**config.mk**
```make
export PLATFORM = sky130hd
export DESIGN_NAME = gpio_irq_unit
export DESIGN_NICKNAME = d
export VERILOG_FILES = /design/src/rtl/gpio_irq_pkg.sv /design/src/rtl/gpio_irq_pin_filter.sv /design/src/rtl/gpio_irq_port.sv /design/src/rtl/gpio_irq_unit.sv
export SDC_FILE = /design/constraint.sdc
export NUM_CORES = 1
export LEC_CHECK = 0
export CORE_MARGIN = 2
export CORE_UTILIZATION = 46
export DETAILED_ROUTE_END_ITERATION = 10
export PLACE_DENSITY = 0.6
export REMOVE_ABC_BUFFERS = 1
export SYNTH_ARGS = -nofsm -noshare
export SYNTH_HDL_FRONTEND = slang
export SYNTH_SLANG_ARGS = --single-unit
export TNS_END_PERCENT = 50
```
**constraint.sdc**
```tcl
create_clock -name clk -period 21.4 [get_ports clk]
set_input_delay 4.28 -clock clk [delete_from_list [all_inputs] [get_ports clk]]
set_output_delay 4.28 -clock clk [all_outputs]
set_load 0.02 [all_outputs]
```
**src/rtl/gpio_irq_pkg.sv**
```systemverilog
package gpio_irq_pkg;
  localparam int NPORT  = 3;
  localparam int PORT_W = 8;
  localparam int ADDR_W = 8;

  typedef enum logic [2:0] {
    SEL_NONE, SEL_MODE, SEL_SENSE, SEL_CLEAR, SEL_ENABLE, SEL_FILTER, SEL_STATUS
  } reg_sel_e;

  typedef struct packed {
    reg_sel_e    sel;
    logic [1:0]  port;
  } reg_dec_t;

  function automatic reg_dec_t decode_addr(input logic [ADDR_W-1:0] a);
    reg_dec_t d;
    d.sel  = SEL_NONE;
    d.port = 2'd0;
    case (a)
      8'h90: begin d.sel = SEL_MODE;   d.port = 2'd0; end
      8'hAC: begin d.sel = SEL_MODE;   d.port = 2'd1; end
      8'h4C: begin d.sel = SEL_MODE;   d.port = 2'd2; end
      8'h94: begin d.sel = SEL_SENSE;  d.port = 2'd0; end
      8'hB0: begin d.sel = SEL_SENSE;  d.port = 2'd1; end
      8'h50: begin d.sel = SEL_SENSE;  d.port = 2'd2; end
      8'h98: begin d.sel = SEL_CLEAR;  d.port = 2'd0; end
      8'hB4: begin d.sel = SEL_CLEAR;  d.port = 2'd1; end
      8'h54: begin d.sel = SEL_CLEAR;  d.port = 2'd2; end
      8'h9C: begin d.sel = SEL_ENABLE; d.port = 2'd0; end
      8'hB8: begin d.sel = SEL_ENABLE; d.port = 2'd1; end
      8'h58: begin d.sel = SEL_ENABLE; d.port = 2'd2; end
      8'hA8: begin d.sel = SEL_FILTER; d.port = 2'd0; end
      8'hC4: begin d.sel = SEL_FILTER; d.port = 2'd1; end
      8'h64: begin d.sel = SEL_FILTER; d.port = 2'd2; end
      8'hA0: begin d.sel = SEL_STATUS; d.port = 2'd0; end
      8'hBC: begin d.sel = SEL_STATUS; d.port = 2'd1; end
      8'h5C: begin d.sel = SEL_STATUS; d.port = 2'd2; end
      default: ;
    endcase
    return d;
  endfunction
endpackage

```
**src/rtl/gpio_irq_pin_filter.sv**
```systemverilog
module gpio_irq_pin_filter #(
  parameter int DEB_CYCLES = 4
) (
  input  logic clk,
  input  logic rst_n,
  input  logic pin_raw,
  input  logic filt_en,
  output logic pin_clean
);
  localparam int CW = $clog2(DEB_CYCLES + 1);

  logic          s1_q, s2_q, filt_q, filt_d;
  logic [CW-1:0] cnt_q, cnt_d;

  always_comb begin
    filt_d = filt_q;
    cnt_d  = cnt_q;
    if (!filt_en) begin
      filt_d = s2_q;
      cnt_d  = '0;
    end else if (s2_q == filt_q) begin
      cnt_d  = '0;
    end else if (cnt_q == CW'(DEB_CYCLES - 1)) begin
      filt_d = s2_q;
      cnt_d  = '0;
    end else begin
      cnt_d  = cnt_q + CW'(1);
    end
  end

  always_ff @(posedge clk or negedge rst_n) begin
    if (!rst_n) begin
      s1_q   <= 1'b0;
      s2_q   <= 1'b0;
      filt_q <= 1'b0;
      cnt_q  <= '0;
    end else begin
      s1_q   <= pin_raw;
      s2_q   <= s1_q;
      filt_q <= filt_d;
      cnt_q  <= cnt_d;
    end
  end

  assign pin_clean = filt_en ? filt_q : s2_q;

  AST_FILTER_STABLE: assert property (@(posedge clk) disable iff (!rst_n)
    (filt_en && $past(filt_en) && (filt_q != $past(filt_q))) |-> ($past(s2_q) == filt_q));
endmodule

```
**src/rtl/gpio_irq_port.sv**
```systemverilog
module gpio_irq_port #(
  parameter int PW         = 8,
  parameter int DEB_CYCLES = 4
) (
  input  logic          clk,
  input  logic          rst_n,
  input  logic [PW-1:0] pins,
  input  logic          wr_mode,
  input  logic          wr_sense,
  input  logic          wr_clear,
  input  logic          wr_enable,
  input  logic          wr_filter,
  input  logic [PW-1:0] wdata,
  output logic [PW-1:0] mode_q,
  output logic [PW-1:0] sense_q,
  output logic [PW-1:0] enable_q,
  output logic [PW-1:0] filter_q,
  output logic [PW-1:0] status,
  output logic [PW-1:0] irq_vec
);
  logic [PW-1:0] clean, prev_q, held_q, held_d, evt, rise, fall, level_hit, clr_mask;

  for (genvar i = 0; i < PW; i++) begin : g_pin
    gpio_irq_pin_filter #(.DEB_CYCLES(DEB_CYCLES)) u_filt (
      .clk      (clk),
      .rst_n    (rst_n),
      .pin_raw  (pins[i]),
      .filt_en  (filter_q[i]),
      .pin_clean(clean[i])
    );
  end

  always_comb begin
    rise      = clean & ~prev_q;
    fall      = ~clean & prev_q;
    evt       = mode_q & ((sense_q & rise) | (~sense_q & fall));
    clr_mask  = wr_clear ? wdata : '0;
    held_d    = (held_q & ~clr_mask) | evt;
    level_hit = ~(clean ^ sense_q);
    status    = (mode_q & held_q) | (~mode_q & level_hit);
    irq_vec   = status & enable_q;
  end

  always_ff @(posedge clk or negedge rst_n) begin
    if (!rst_n) begin
      prev_q   <= '0;
      held_q   <= '0;
      mode_q   <= '0;
      sense_q  <= '0;
      enable_q <= '0;
      filter_q <= '0;
    end else begin
      prev_q <= clean;
      held_q <= held_d;
      if (wr_mode)   mode_q   <= wdata;
      if (wr_sense)  sense_q  <= wdata;
      if (wr_enable) enable_q <= wdata;
      if (wr_filter) filter_q <= wdata;
    end
  end

  AST_CLEAR_WORKS: assert property (@(posedge clk) disable iff (!rst_n)
    wr_clear |=> ((held_q & $past(wdata & ~evt)) == '0));
  AST_HELD_STICKS: assert property (@(posedge clk) disable iff (!rst_n)
    !wr_clear |=> (($past(held_q) & ~held_q) == '0));
endmodule

```
**src/rtl/gpio_irq_unit.sv**
```systemverilog
module gpio_irq_unit #(
  parameter int DEB_CYCLES = 4
) (
  input  logic        clk,
  input  logic        rst_n,
  input  logic [7:0]  bus_addr,
  input  logic        bus_wen,
  input  logic [7:0]  bus_wdata,
  output logic [7:0]  bus_rdata,
  input  logic [23:0] pin_in,
  output logic        irq_shared,
  output logic [7:0]  irq_pin2
);
  import gpio_irq_pkg::*;

  logic     rs1_q, rs2_q;
  reg_dec_t dec;

  logic [PORT_W-1:0] mode_v   [NPORT];
  logic [PORT_W-1:0] sense_v  [NPORT];
  logic [PORT_W-1:0] enable_v [NPORT];
  logic [PORT_W-1:0] filter_v [NPORT];
  logic [PORT_W-1:0] status_v [NPORT];
  logic [PORT_W-1:0] irq_v    [NPORT];

  always_ff @(posedge clk or negedge rst_n) begin
    if (!rst_n) begin
      rs1_q <= 1'b0;
      rs2_q <= 1'b0;
    end else begin
      rs1_q <= 1'b1;
      rs2_q <= rs1_q;
    end
  end

  assign dec = decode_addr(bus_addr);

  for (genvar p = 0; p < NPORT; p++) begin : g_port
    logic hit;
    assign hit = bus_wen && (dec.port == 2'(p));
    gpio_irq_port #(.PW(PORT_W), .DEB_CYCLES(DEB_CYCLES)) u_port (
      .clk      (clk),
      .rst_n    (rs2_q),
      .pins     (pin_in[p*PORT_W +: PORT_W]),
      .wr_mode  (hit && dec.sel == SEL_MODE),
      .wr_sense (hit && dec.sel == SEL_SENSE),
      .wr_clear (hit && dec.sel == SEL_CLEAR),
      .wr_enable(hit && dec.sel == SEL_ENABLE),
      .wr_filter(hit && dec.sel == SEL_FILTER),
      .wdata    (bus_wdata),
      .mode_q   (mode_v[p]),
      .sense_q  (sense_v[p]),
      .enable_q (enable_v[p]),
      .filter_q (filter_v[p]),
      .status   (status_v[p]),
      .irq_vec  (irq_v[p])
    );
  end

  always_comb begin
    bus_rdata = '0;
    if (dec.port < 2'(NPORT)) begin
      case (dec.sel)
        SEL_MODE:   bus_rdata = mode_v[dec.port];
        SEL_SENSE:  bus_rdata = sense_v[dec.port];
        SEL_ENABLE: bus_rdata = enable_v[dec.port];
        SEL_FILTER: bus_rdata = filter_v[dec.port];
        SEL_STATUS: bus_rdata = status_v[dec.port];
        default:    bus_rdata = '0;
      endcase
    end
  end

  assign irq_shared = |(irq_v[0] | irq_v[1]);
  assign irq_pin2   = irq_v[2];

  AST_RESET_QUIET: assert property (@(posedge clk)
    !rst_n |-> (!irq_shared && irq_pin2 == '0));
  AST_SHARED_NEEDS_EN: assert property (@(posedge clk) disable iff (!rst_n)
    irq_shared |-> ((enable_v[0] | enable_v[1]) != '0));
  AST_PIN2_NEEDS_EN: assert property (@(posedge clk) disable iff (!rst_n)
    (irq_pin2 & ~enable_v[2]) == '0);
endmodule

```
==> load_flow_metrics.sql <==
INSERT INTO impl_metrics (metric_group, metric, value, unit) VALUES
('clock_network', 'cts-buffers-inserted', '34', ''),
('placed_design', 'port_buffers', '59', ''),
('logic_synthesis', 'synth_seq_cells', '290', ''),
('detailed_routing', 'drt_drc_violations_left', '0', ''),
('timing', 'setup_viol_count_final', '0', ''),
('hold_path', 'min-delay-start', 'g_port[0].u_port.g_pin[1].u_filt.s1_q', ''),
('pwr', 'power.ir.vdd_worst', '53.8', 'uV'),
('worst_setup_path', 'critical_path.reg2reg.endpoint', 'g_port[0].u_port.g_pin[6].u_filt.cnt_q[2]', ''),
('floorplanning', 'floorplan.io_pins', '60', ''),
('hold_path', 'min-delay-path-class', 'reg2reg', ''),
('hold_path', 'holdPathEnd', 'g_port[0].u_port.g_pin[1].u_filt.s2_q', ''),
('logic_synthesis', 'seq_area_frac_synth', '0.555', ''),
('clock_network', 'post-cts-setup-buffers', '0', ''),
('worst_setup_path', 'path_max_fanout', '28', ''),
('detailed_routing', 'detail_route.first_pass.iterations', '5', ''),
('placed_design', 'dp_cells', '1523', ''),
('clock_network', 'cts.sink_count', '290', ''),
('worst_setup_path', 'timing.setup.critical_path_class', 'in2out', ''),
('layout', 'layout-drive-gt1-share', '0.178', ''),
('layout', 'n_antenna_cell', '0', ''),
('clock_network', 'cts_hold_buf', '0', ''),
('worst_setup_path', 'worst_ep_arrival_time', '8.29', 'ns'),
('floorplanning', 'core_region_area', '27900', 'sq um'),
('placed_design', 'dp_hpwl', '19900', 'microns'),
('detailed_routing', 'route.detailed.wl_per_inst', '18.9', 'microns'),
('layout', 'utilization', '0.543', ''),
('clock_network', 'cts_tree', 'yes', ''),
('worst_setup_path', 'cp.required', '17.12', 'ns'),
('timing', 'hold_viol_final', '0', ''),
('clock_network', 'clk-insertion-delay-late', '0.50', 'ns'),
('clock_network', 'max-clock-path-buffers', '3', ''),
('grt', 'grt_first_pass_wirelength', '48900', 'microns'),
('detailed_routing', 'ant_nets', '0', ''),
('timing', 'report.final.slew_viol_count', '0', ''),
('detailed_routing', 'route.vias.total', '8746', ''),
('grt', 'grt.total_usage', '0.206', ''),
('worst_setup_path', 'rr_startpoint', 'rs2_q', ''),
('placed_design', 'gpl.final_weighted_congestion', '0.855', ''),
('logic_synthesis', 'synth_enable_flop_cells', '0', ''),
('logic_synthesis', 'yosysWarnings', '0', ''),
('layout', 'number_of_nets_in_the_final_layout', '1248', ''),
('worst_setup_path', 'r2r_slack', '18.92', 'ns'),
('floorplanning', 'starting_density', '0.469', ''),
('timing', 'totalNegativeSetupSlack', '0', 'ns'),
('pwr', 'p_leak', '6.90', 'nW'),
('run_status', 'run_status', 'finished clean', ''),
('clock_network', 'clockRootBuffer', 'clkbuf_16', ''),
('timing', 'rsz0062_at_grt', 'false', ''),
('pwr', 'finalPower', '1.26', 'mW'),
('layout', 'fillCellCount', '2415', ''),
('flow_run', 'maxCapViolCount', '0', ''),
('timing', 'remaining_max_slew_budget_at_the_tightest_pin', '0.263', ''),
('floorplanning', 'die_w', '173', 'microns'),
('logic_synthesis', 'ys_types', '62', ''),
('grt', 'grt_start_max_net_pins', '178', ''),
('pwr', 'power.density_cell_area', '83.3', 'nW/um^2'),
('layout', 'area.growth.synth_to_final', '15.7', '%'),
('logic_synthesis', 'synth.avg_cell_area', '11.8', 'sq um'),
('grt', 'overflow', '0', ''),
('floorplanning', 'floorplan.die_area', '29800', 'sq um'),
('detailed_routing', 'detail_route.iter0.violations', '695', ''),
('clock_network', 'postCtsResizedCells', '0', ''),
('timing', 'timing.hold.ws', '0.344', 'ns'),
('grt', 'grt_antenna_before_repair', '0', ''),
('hold_path', 'worst_hold_path.num_cells', '0', ''),
('logic_synthesis', 'synth.cell_area', '13100', 'sq um'),
('logic_synthesis', 'synthCells', '1110', ''),
('timing', 'tightestPinTransition', '1.10', 'ns'),
('worst_setup_path', 'crit_path_max_incr_delay', '0.83', 'ns'),
('detailed_routing', 'post_drt_via_cell_ratio', '5.54', ''),
('logic_synthesis', 'synth-main-ff-cell', 'dfrtp_1', '');
==> layout by cell type (no fill, tap or decap), types with 3 or more instances in the layout <==
| master | count |
|---|---|
| xor2_1 | 40 |
| o21ai_0 | 54 |
| o2111ai_1 | 3 |
| nand4b_1 | 3 |
| clkbuf_1 | 7 |
| clkbuf_8 | 6 |
| ha_1 | 24 |
| nand2b_1 | 25 |
| and3b_1 | 3 |
| clkinv_2 | 7 |
| or4_1 | 7 |
| nor2b_1 | 10 |
| a21oi_1 | 7 |
| a211oi_1 | 7 |
| and4b_1 | 22 |
| dfrtp_1 | 289 |
| nor3b_1 | 4 |
| nor2_2 | 9 |
| a22o_1 | 26 |
| clkbuf_16 | 35 |
| xnor2_1 | 10 |
| nand3b_1 | 5 |
| nor2_1 | 89 |
| buf_4 | 7 |
| a32oi_1 | 3 |
| nor3_1 | 4 |
| a22oi_1 | 27 |
| clkdlybuf4s50_1 | 59 |
| and2_1 | 7 |
| inv_1 | 34 |
| nand3_1 | 28 |
| nand2_1 | 122 |
| o221ai_1 | 7 |
| a32o_1 | 21 |
| mux2_2 | 134 |
| mux2i_1 | 21 |
==> stage by stage <==
| stage | setup slack (ns) | instance area, sq um |
|---|---|---|
| floorplan | 10.52 | 12900 |
| global placement | 8.93 | 14100 |
| detailed placement | 8.91 | 14100 |
| CTS | 8.89 | 15100 |
| global route | 8.70 | 15100 |
| finish | 8.83 | 15100 |
==> registers in the layout, indices dropped and copies added (netlist names) <==
name and flops:
g_port.u_port.sense_q 24, g_port.u_port.g_pin.u_filt.filt_q 24, g_port.u_port.g_pin.u_filt.s2_q 24, g_port.u_port.filter_q 24, g_port.u_port.g_pin.u_filt.s1_q 24, g_port.u_port.mode_q 24
g_port.u_port.prev_q 24, g_port.u_port.enable_q 24, rs1_q 1, g_port.u_port.held_q 24, rs2_q 1, g_port.u_port.g_pin.u_filt.cnt_q 72
==> critical path: cells and delay by family <==
family / cells / cell delay, ns
buf+inv: 2 / 1.19
compound gates: 4 / 1.57
simple gates: 2 / 1.22
==> cells by family after synthesis <==
| logic type | synth area share |
|---|---|
| buffers and inverters | 0.0214 |
| XOR/XNOR | 0.0335 |
| AO/OA/AOI/OAI | 0.0978 |
| AND/OR/NAND/NOR | 0.137 |
| other | 0.000287 |
| multiplexers | 0.132 |
| flip-flops | 0.555 |
| adder cells (fa/ha/maj) | 0.0230 |
==> cells in the mapped netlist, types with 8 or more instances <==
library cell | instances | share of area
a22o_1 | 26 | 0.017
a21oi_1 | 8 | 0.0031
mux2_2 | 134 | 0.12
nor2b_1 | 10 | 0.0048
xor2_1 | 40 | 0.027
nand2_1 | 122 | 0.035
xnor2_1 | 10 | 0.0067
o21ai_0 | 54 | 0.021
ha_1 | 24 | 0.023
nand3_1 | 28 | 0.011
inv_1 | 34 | 0.0098
and4b_1 | 22 | 0.017
mux2i_1 | 21 | 0.016
a32o_1 | 21 | 0.016
clkbuf_1 | 19 | 0.0055
dfrtp_1 | 290 | 0.56
nor2_1 | 89 | 0.026
nor2_2 | 9 | 0.0043
nand2b_1 | 25 | 0.012
a22oi_1 | 27 | 0.016
==> power by group <==
| part | leakage (nW) | switching, mW | internal, mW |
|---|---|---|---|
| logic | 2.59 | 0.0562 | 0.0462 |
| registers | 3.79 | 0.0279 | 0.579 |
| clock network | 0.529 | 0.219 | 0.331 |
==> cell type report <==
cell class	instances	area [sq um]	share of cell area
flip-flops and latches	290	7260	0.480
repair buffers	67	663	0.0438
well taps	378	473	0.0313
multi-input cells	754	5540	0.366
clock buffers	48	985	0.0651
clock inverters	9	73.8	0.00488
inverters	34	128	0.00844
==> layer usage <==
metal	track usage	wire length (microns)
met4	0.0613	696
met2	0.320	13500
met3	0.0356	1600
met5	0	0
met1	0.297	14100
==> worst max-delay path by stage <==
stage                startpoint      endpoint  cells past startpoint
detailed placement  bus_addr[3]  bus_rdata[7]                      8
CTS                 bus_addr[3]  bus_rdata[7]                      8
global route        bus_addr[3]  bus_rdata[7]                      8
global placement    bus_addr[3]  bus_rdata[7]                      8
floorplan           bus_addr[3]  bus_rdata[7]                      6
finish              bus_addr[3]  bus_rdata[7]                      8
Power figures use the tool's default switching activity.
